**src/rtl/hbg_pkg.sv**
```systemverilog
package hbg_pkg;

    localparam int MOS_HS_FILT_NS = 100;
    localparam int MOS_LS_FILT_NS = 150;
    localparam int IGBT_FILT_NS   = 190;
    localparam int MOS_DEAD_NS    = 75;
    localparam int IGBT_DEAD_NS   = 380;

    typedef enum logic [1:0] {
        SIDE_NONE = 2'd0,
        SIDE_HS   = 2'd1,
        SIDE_LS   = 2'd2
    } side_e;

    // round a nanosecond figure up to whole clock cycles, minimum one
    function automatic int ns_to_cyc(input int ns, input int period_ns);
        int c;
        c = (ns + period_ns - 1) / period_ns;
        return (c < 1) ? 1 : c;
    endfunction

    function automatic int hs_filt_cyc(input bit igbt, input int period_ns);
        return ns_to_cyc(igbt ? IGBT_FILT_NS : MOS_HS_FILT_NS, period_ns);
    endfunction

    function automatic int ls_filt_cyc(input bit igbt, input int period_ns);
        return ns_to_cyc(igbt ? IGBT_FILT_NS : MOS_LS_FILT_NS, period_ns);
    endfunction

    function automatic int dead_cyc(input bit igbt, input int period_ns);
        return ns_to_cyc(igbt ? IGBT_DEAD_NS : MOS_DEAD_NS, period_ns);
    endfunction

endpackage

```
**src/rtl/hbg_glitch_filter.sv**
```systemverilog
module hbg_glitch_filter #(
    parameter int   FILT_CYC = 10,
    parameter logic INIT_VAL = 1'b0
) (
    input  logic clk_i,
    input  logic rst_ni,
    input  logic raw_i,
    output logic filt_o
);
    localparam int CW = $clog2(FILT_CYC + 1);
    localparam logic [CW-1:0] LAST = CW'(FILT_CYC - 1);

    typedef struct packed {
        logic [CW-1:0] cnt;
        logic          val;
    } filt_st_t;

    filt_st_t st_d, st_q;

    // the output flips only after FILT_CYC consecutive disagreeing samples
    always_comb begin
        st_d = st_q;
        if (raw_i != st_q.val) begin
            if (st_q.cnt == LAST) begin
                st_d.val = raw_i;
                st_d.cnt = '0;
            end else begin
                st_d.cnt = st_q.cnt + 1'b1;
            end
        end else begin
            st_d.cnt = '0;
        end
    end

    always_ff @(posedge clk_i or negedge rst_ni) begin
        if (!rst_ni) begin
            st_q.cnt <= '0;
            st_q.val <= INIT_VAL;
        end else begin
            st_q <= st_d;
        end
    end

    assign filt_o = st_q.val;
endmodule

```
**src/rtl/hbg_arm_tracker.sv**
```systemverilog
module hbg_arm_tracker (
    input  logic clk_i,
    input  logic rst_ni,
    input  logic filt_i,
    input  logic pwr_ok_i,
    output logic arm_o
);
    typedef struct packed {
        logic prev;
        logic armed;
    } arm_st_t;

    arm_st_t st_d, st_q;
    logic    rise;

    always_comb begin
        rise        = filt_i & ~st_q.prev;
        st_d.prev   = filt_i;
        st_d.armed  = pwr_ok_i & (st_q.armed | rise);
        arm_o       = pwr_ok_i & (st_q.armed | rise);
    end

    // prev starts high so a request held through reset is not taken as an edge
    always_ff @(posedge clk_i or negedge rst_ni) begin
        if (!rst_ni) begin
            st_q.prev  <= 1'b1;
            st_q.armed <= 1'b0;
        end else begin
            st_q <= st_d;
        end
    end
endmodule

```
**src/rtl/hbg_deadband_core.sv**
```systemverilog
module hbg_deadband_core
    import hbg_pkg::*;
#(
    parameter int DEAD_CYC = 8
) (
    input  logic clk_i,
    input  logic rst_ni,
    input  logic want_hs_i,
    input  logic want_ls_i,
    output logic hs_o,
    output logic ls_o
);
    localparam int GW = $clog2(DEAD_CYC + 1);
    localparam logic [GW-1:0] GAP_DONE = GW'(DEAD_CYC - 1);

    typedef struct packed {
        logic          hs;
        logic          ls;
        logic [GW-1:0] gap;
        side_e         last;
    } core_st_t;

    core_st_t st_d, st_q;
    logic     hs_may, ls_may;

    always_comb begin
        st_d   = st_q;
        hs_may = (st_q.last != SIDE_LS) || (st_q.gap >= GAP_DONE);
        ls_may = (st_q.last != SIDE_HS) || (st_q.gap >= GAP_DONE);

        st_d.hs = 1'b0;
        st_d.ls = 1'b0;
        if (st_q.hs) begin
            st_d.hs = want_hs_i;
        end else if (st_q.ls) begin
            st_d.ls = want_ls_i;
        end else if (want_hs_i && !want_ls_i && hs_may) begin
            st_d.hs = 1'b1;
        end else if (want_ls_i && !want_hs_i && ls_may) begin
            st_d.ls = 1'b1;
        end

        if (st_q.hs || st_q.ls) begin
            st_d.gap = '0;
        end else if (st_q.gap != GAP_DONE) begin
            st_d.gap = st_q.gap + 1'b1;
        end

        if (st_q.hs) begin
            st_d.last = SIDE_HS;
        end else if (st_q.ls) begin
            st_d.last = SIDE_LS;
        end
    end

    always_ff @(posedge clk_i or negedge rst_ni) begin
        if (!rst_ni) begin
            st_q.hs   <= 1'b0;
            st_q.ls   <= 1'b0;
            st_q.gap  <= GAP_DONE;
            st_q.last <= SIDE_NONE;
        end else begin
            st_q <= st_d;
        end
    end

    assign hs_o = st_q.hs;
    assign ls_o = st_q.ls;
endmodule

```
**src/rtl/hbg_sequencer.sv**
```systemverilog
module hbg_sequencer
    import hbg_pkg::*;
#(
    parameter int CLK_PERIOD_NS = 10,
    parameter bit IGBT_MODE     = 1'b0
) (
    input  logic clk_i,
    input  logic rst_ni,
    input  logic hs_req_i,
    input  logic ls_req_i,
    input  logic shut_i,
    input  logic ls_pwr_ok_i,
    input  logic hs_pwr_ok_i,
    output logic hs_gate_o,
    output logic ls_gate_o
);
    localparam int HS_FILT  = hs_filt_cyc(IGBT_MODE, CLK_PERIOD_NS);
    localparam int LS_FILT  = ls_filt_cyc(IGBT_MODE, CLK_PERIOD_NS);
    localparam int DEAD_CYC = dead_cyc(IGBT_MODE, CLK_PERIOD_NS);

    logic hs_filt, ls_filt, hs_arm;
    logic want_hs, want_ls;
    logic core_hs, core_ls;

    hbg_glitch_filter #(.FILT_CYC(HS_FILT), .INIT_VAL(1'b1)) hs_filt_i (
        .clk_i  (clk_i),
        .rst_ni (rst_ni),
        .raw_i  (hs_req_i),
        .filt_o (hs_filt)
    );

    hbg_glitch_filter #(.FILT_CYC(LS_FILT), .INIT_VAL(1'b0)) ls_filt_i (
        .clk_i  (clk_i),
        .rst_ni (rst_ni),
        .raw_i  (ls_req_i),
        .filt_o (ls_filt)
    );

    hbg_arm_tracker arm_i (
        .clk_i    (clk_i),
        .rst_ni   (rst_ni),
        .filt_i   (hs_filt),
        .pwr_ok_i (hs_pwr_ok_i),
        .arm_o    (hs_arm)
    );

    always_comb begin
        want_ls = ls_filt & ls_pwr_ok_i & ~shut_i;
        want_hs = hs_filt & hs_arm & ls_pwr_ok_i & ~shut_i;
    end

    hbg_deadband_core #(.DEAD_CYC(DEAD_CYC)) core_i (
        .clk_i     (clk_i),
        .rst_ni    (rst_ni),
        .want_hs_i (want_hs),
        .want_ls_i (want_ls),
        .hs_o      (core_hs),
        .ls_o      (core_ls)
    );

    // last-stage interlock, independent of the dead-time counter
    assign hs_gate_o = core_hs & ~core_ls;
    assign ls_gate_o = core_ls & ~core_hs;
endmodule

```
**config.mk**
```make
export PLATFORM = sky130hd
export DESIGN_NAME = hbg_sequencer
export DESIGN_NICKNAME = d
export VERILOG_FILES = /design/src/rtl/hbg_pkg.sv /design/src/rtl/hbg_glitch_filter.sv /design/src/rtl/hbg_arm_tracker.sv /design/src/rtl/hbg_deadband_core.sv /design/src/rtl/hbg_sequencer.sv
export SDC_FILE = /design/constraint.sdc
export NUM_CORES = 1
export LEC_CHECK = 0
export BUFFER_PORTS_ARGS = -buffer_cell sky130_fd_sc_hd__buf_2
export CAP_MARGIN = 20
export CORE_MARGIN = 3
export CORE_UTILIZATION = 40
export DETAILED_ROUTE_END_ITERATION = 16
export PLACE_DENSITY_LB_ADDON = 0.25
export SLEW_MARGIN = 10
export SYNTH_ARGS = -nofsm -noshare
export SYNTH_HDL_FRONTEND = slang
export SYNTH_HIERARCHICAL = 1
export SYNTH_SLANG_ARGS = --single-unit
export TNS_END_PERCENT = 20
```
**constraint.sdc**
```tcl
create_clock -name clk_i -period 3.34 [get_ports clk_i]
set_clock_uncertainty 0.2 [all_clocks]
set_input_delay 0.668 -clock clk_i [delete_from_list [all_inputs] [get_ports clk_i]]
set_output_delay 0.668 -clock clk_i [all_outputs]
set_load 0.05 [all_outputs]
```
# Word-level counts from Yosys, hierarchy flattened
# Index checks and enable logic that the tools add are counted.
[totals]
input_bits = 7
ff_bits = 20
elab_cells = 63
[classes]
mux = 15
n_eq_ne = 7
order_cmp = 1
n_reduce_logical = 13
addsub = 3
bitwise_logic = 14
[op_table]
columns = ["cell", "count"]
rows = [
  ["$mux 4", 6],
  ["$add 4x1->4 const B", 3],
  ["$and 1x1->1", 9],
  ["$eq 4x4->1 const B", 2],
  ["$mux 1", 7],
  ["$ge 4x3->1 const B", 1],
  ["$logic_and 1x1->1", 4],
  ["$mux 2", 2],
  ["$ne 4x3->1 const B", 1],
  ["$not 1->1", 4],
  ["$reduce_and 2->1", 2],
  ["$reduce_bool 2->1", 2],
  ["$logic_or 1x1->1", 3],
  ["$logic_not 1->1", 2],
  ["$ne 1x1->1", 2],
  ["$ne 2x1->1 const B", 1],
  ["$ne 2x2->1 const B", 1],
  ["$or 1x1->1", 1],
]

# Depth between registers and ports, before layout
[logic_depth]
ltp_word = 14
mapped_depth = 5
depth_no_buf = 5

# Modules after synthesis
# The synthesis kept the hierarchy.
[modules_own_cells]
columns = ["mod", "instances", "area_per_inst_um2", "seq_area_each_um2", "cells_each"]
rows = [
  ["hbg_deadband_core", 1, 416.6, 203.9, 37],
  ["hbg_glitch_filter (hs_filt_i)", 1, 240.2, 126.4, 19],
  ["hbg_glitch_filter (ls_filt_i)", 1, 231.5, 125.1, 22],
  ["hbg_arm_tracker", 1, 72.6, 51.3, 4],
  ["hbg_sequencer", 1, 32.5, 0.0, 4],
]

# Least setup slack after synthesis
# No wires, ideal clock.
[synth_path]
path_kind = "flip-flop to output port"
startpoint = "register core_i.st_q, in the netlist core_i/hs_o"
endpoint = "output port hs_gate_o"
stages_incl_launch_ff = 2
setup_slack_ps = 1380
t_required_ps = 2472
path_buffers = 0
arrival_ps = 1092
path_cell_list = "dfrtp_1 nor2b_1"
[synth_via]
elab_chain_cells = 1
[synth_lines]
columns = ["item", "line", "text"]
rows = [
  ["start: declaration", "hbg_deadband_core.sv:23", "core_st_t st_d, st_q;"],
  ["start signal: assignment", "hbg_deadband_core.sv:63", "st_q <= st_d;"],
  ["$and 1x1->1", "hbg_sequencer.sv:62", "assign hs_gate_o = core_hs & ~core_ls;"],
  ["end: declaration", "hbg_sequencer.sv:14", "output logic hs_gate_o,"],
]
# No other way between the ends.

# Final worst setup path
# Same ends and word-level chain as after synthesis.

==> qor.yml <==
crit_chain: "nor2b_1 -> buf_2"
syn_avg_cell_area_um2: 11.55
crit_required_ps: 2470
grt_max_degree: 21
cts_max_path_buffers: 2
status: "finished, final reports clean"
fin_crit_sh_pct: 66.48
rsz0062_at_grt: "no"
report.final.slew_viol_count: 0
clockRootBuffer: "clkbuf_4"
end_kind: "output pin"
worstPathArrival_ps: 1350
synth_top_area_cell: "dfrtp_1"
drive_above_1_share_pct: 27.08
grt_overflow: 0
period_needed_ps: 2220
slew_headroom_pct: 71.35
io_buffers: 8
synth.net_count: 96
cts_setup_buffers: 0
hold_path.class: "input port to async pin"
die-area_um2: 3118
fp.dieH_um: 55.84
worst_slack_ps: 1120
antenna_found_initial: 0
holdWs_ps: 89.59
yosysWarnings: 6
drt_iter0_drc: 9
clk_latency_ps: 300
synthCells: 86
htreeDepth: 1
cts_hold_buffers: 0
cap_violations: 0
start_util_pct: 43.65
r2r_cells: 5
setup-violations-final: 0
synth_cell_types: 35
max_freq_mhz: 450.4
hpwlAfterDp_um: 1217
synth_area_leaders: "dfrtp_1 38%, dfstp_2 13%, ha_1 3.8%"
synth_ff_type: "dfrtp_1"
antenna_cells: 0
peakVddDrop_mv: 0.2835
max_stage_delay_ps: 600
cts_buffers: 3
ant_nets: 0
clkSinkCount: 20
place_ws_ps: 1454
route.detailed.drc: 0
firstDrtPassIters: 2
core_region_area_um2: 2276
wl_um: 1632
num_rows: 17
nNetsFinal: 107
hold_viol: 0
netlist_area_um2: 993.5
avgViaCountPerCell: 5.226
grt_pass1_vias: 669
yosysSeqAreaShare_pct: 51.01
synthArstFlopShare_pct: 100.0
place_congestion: 0.7317
setup_tns_ps: 0
cts_tree: "yes"
area_delta_synth_final_pct: 9.698
pin_count: 9
synth-seq-cells: 20
leakagePower_nw: 0.5289
cp_max_fo: 14
grt_usage_pct: 11.93
crit_type: "flop to output pin"
vias: 648
detail_route.wl_per_cell_um: 13.16
synth_edf_count: 0
start_kind: "flop"
critPathSlowestCell: "dfrtp_1"
postCtsResizedCells: 0
grt_pass1_wl_um: 2973
power_density_nw_per_um2: 639.8
worst_pin_slew_ps: 429.7
clk_pin_slew_ps: 110
synth_top_cell_area_share_pct: 37.78
fp.dieW_um: 55.84
==> final cells by class <==
cell class	count	area [µm²]
clock buffer	4	36.28
fill	220	1186
inverter	3	11.26
multi-input combinational	61	460.4
sequential	20	506.7
tap	28	35.03
timing repair buffer	8	40.04
==> per-layer routing <==
layer	GRT usage, %	vias up	part of all wire, %
met5	0	-	0
met4	3.051	0	0.86
met3	4.408	2	3.2
met2	18.92	7	48
met1	15.41	316	48
li1	-	323	-
==> kinds of logic (layout without fill, tap and decap cells) <==
kind of cell    count (synthesis)  after routing  synth area share, %
xor+xnor                        4              4                3.527
mux                             5              5                6.423
fa+ha+maj                       3              3                3.779
simple gates                   39             39                25.57
buf+inv                         5             15                2.644
compound gates                 10             10                7.054
flops                          20             20                51.01
==> where the power goes <==
group | switching, W | leakage, nW | total (W) | internal [W]
sequential | 0.0000588 | 0.248 | 0.000375 | 0.000317
combinational | 0.0000808 | 0.260 | 0.000182 | 0.000101
clock | 0.0000733 | 0.0210 | 0.000140 | 0.0000665
total | 0.000213 | 0.529 | 0.000697 | 0.000484
==> state kept, by name, summed over array words and instances (netlist names) <==
register	flops
ls_filt_i/filt_o	1
core_i/st_q	6
core_i/ls_o	1
ls_filt_i/st_q	4
core_i/hs_o	1
hs_filt_i/filt_o	1
arm_i/st_q	2
hs_filt_i/st_q	4
==> worst max-delay path: cells and delay by family, from the launching register on <==
family	cells	cell delay [ps]
buffers and inverters	1	270
DFF	1	600
and+or+nand+nor	1	180
==> final timing paths <==
kind	start	to	slack (ps)
max in group asynchronous	rst_ni	core_i/st_q[3]	2520
worst max-delay path	core_i/hs_o	hs_gate_o	1120
min in group clk_i	hs_filt_i/filt_o	arm_i/st_q[1]	210
worst min-delay path	rst_ni	ls_filt_i/st_q[3]	90
worst max register to register	hs_filt_i/filt_o	core_i/hs_o	1680
worst min register to register	hs_filt_i/filt_o	arm_i/st_q[1]	210
==> cell usage after synthesis, types with 2 or more instances <==
library cell and number:
dfstp_2 5, nand2_1 4, xor2_1 2, nand3_1 3
nor3_1 2, dfrtp_1 15, nor3b_1 5, mux2_4 2
xnor2_1 2, nor2_1 10, nor4_1 2, buf_4 2
ha_1 3, nor2b_1 2, mux2_1 2, inv_1 3
a21oi_1 4
==> metrics by stage <==
step | std cells | total power (W) | utilization, % | instance area [µm²]
after floorplan | 86 | 0.0005153 | - | 993.5
after global placement | 120 | 0.0005538 | 46.29 | 1054
after detailed placement | 120 | 0.0005659 | 46.29 | 1054
after CTS | 124 | 0.0007115 | 47.88 | 1090
after global routing | 124 | 0.0007537 | 47.88 | 1090
final | 124 | 0.0006972 | 47.88 | 1090
==> cell usage in the layout (no fill, tap or decap), drive strengths merged, types with 2 or more instances in the layout <==
cell	n
dfrtp	15
nor2	10
buf	8
nor3b	6
dfstp	5
mux2	5
a21oi	4
nand2	4
clkbuf	4
nor2b	4
inv	3
nand3	3
ha	3
nor4	2
nor3	2
xor2	2
xnor2	2
and3b	2
Power figures use the tool's default switching activity.
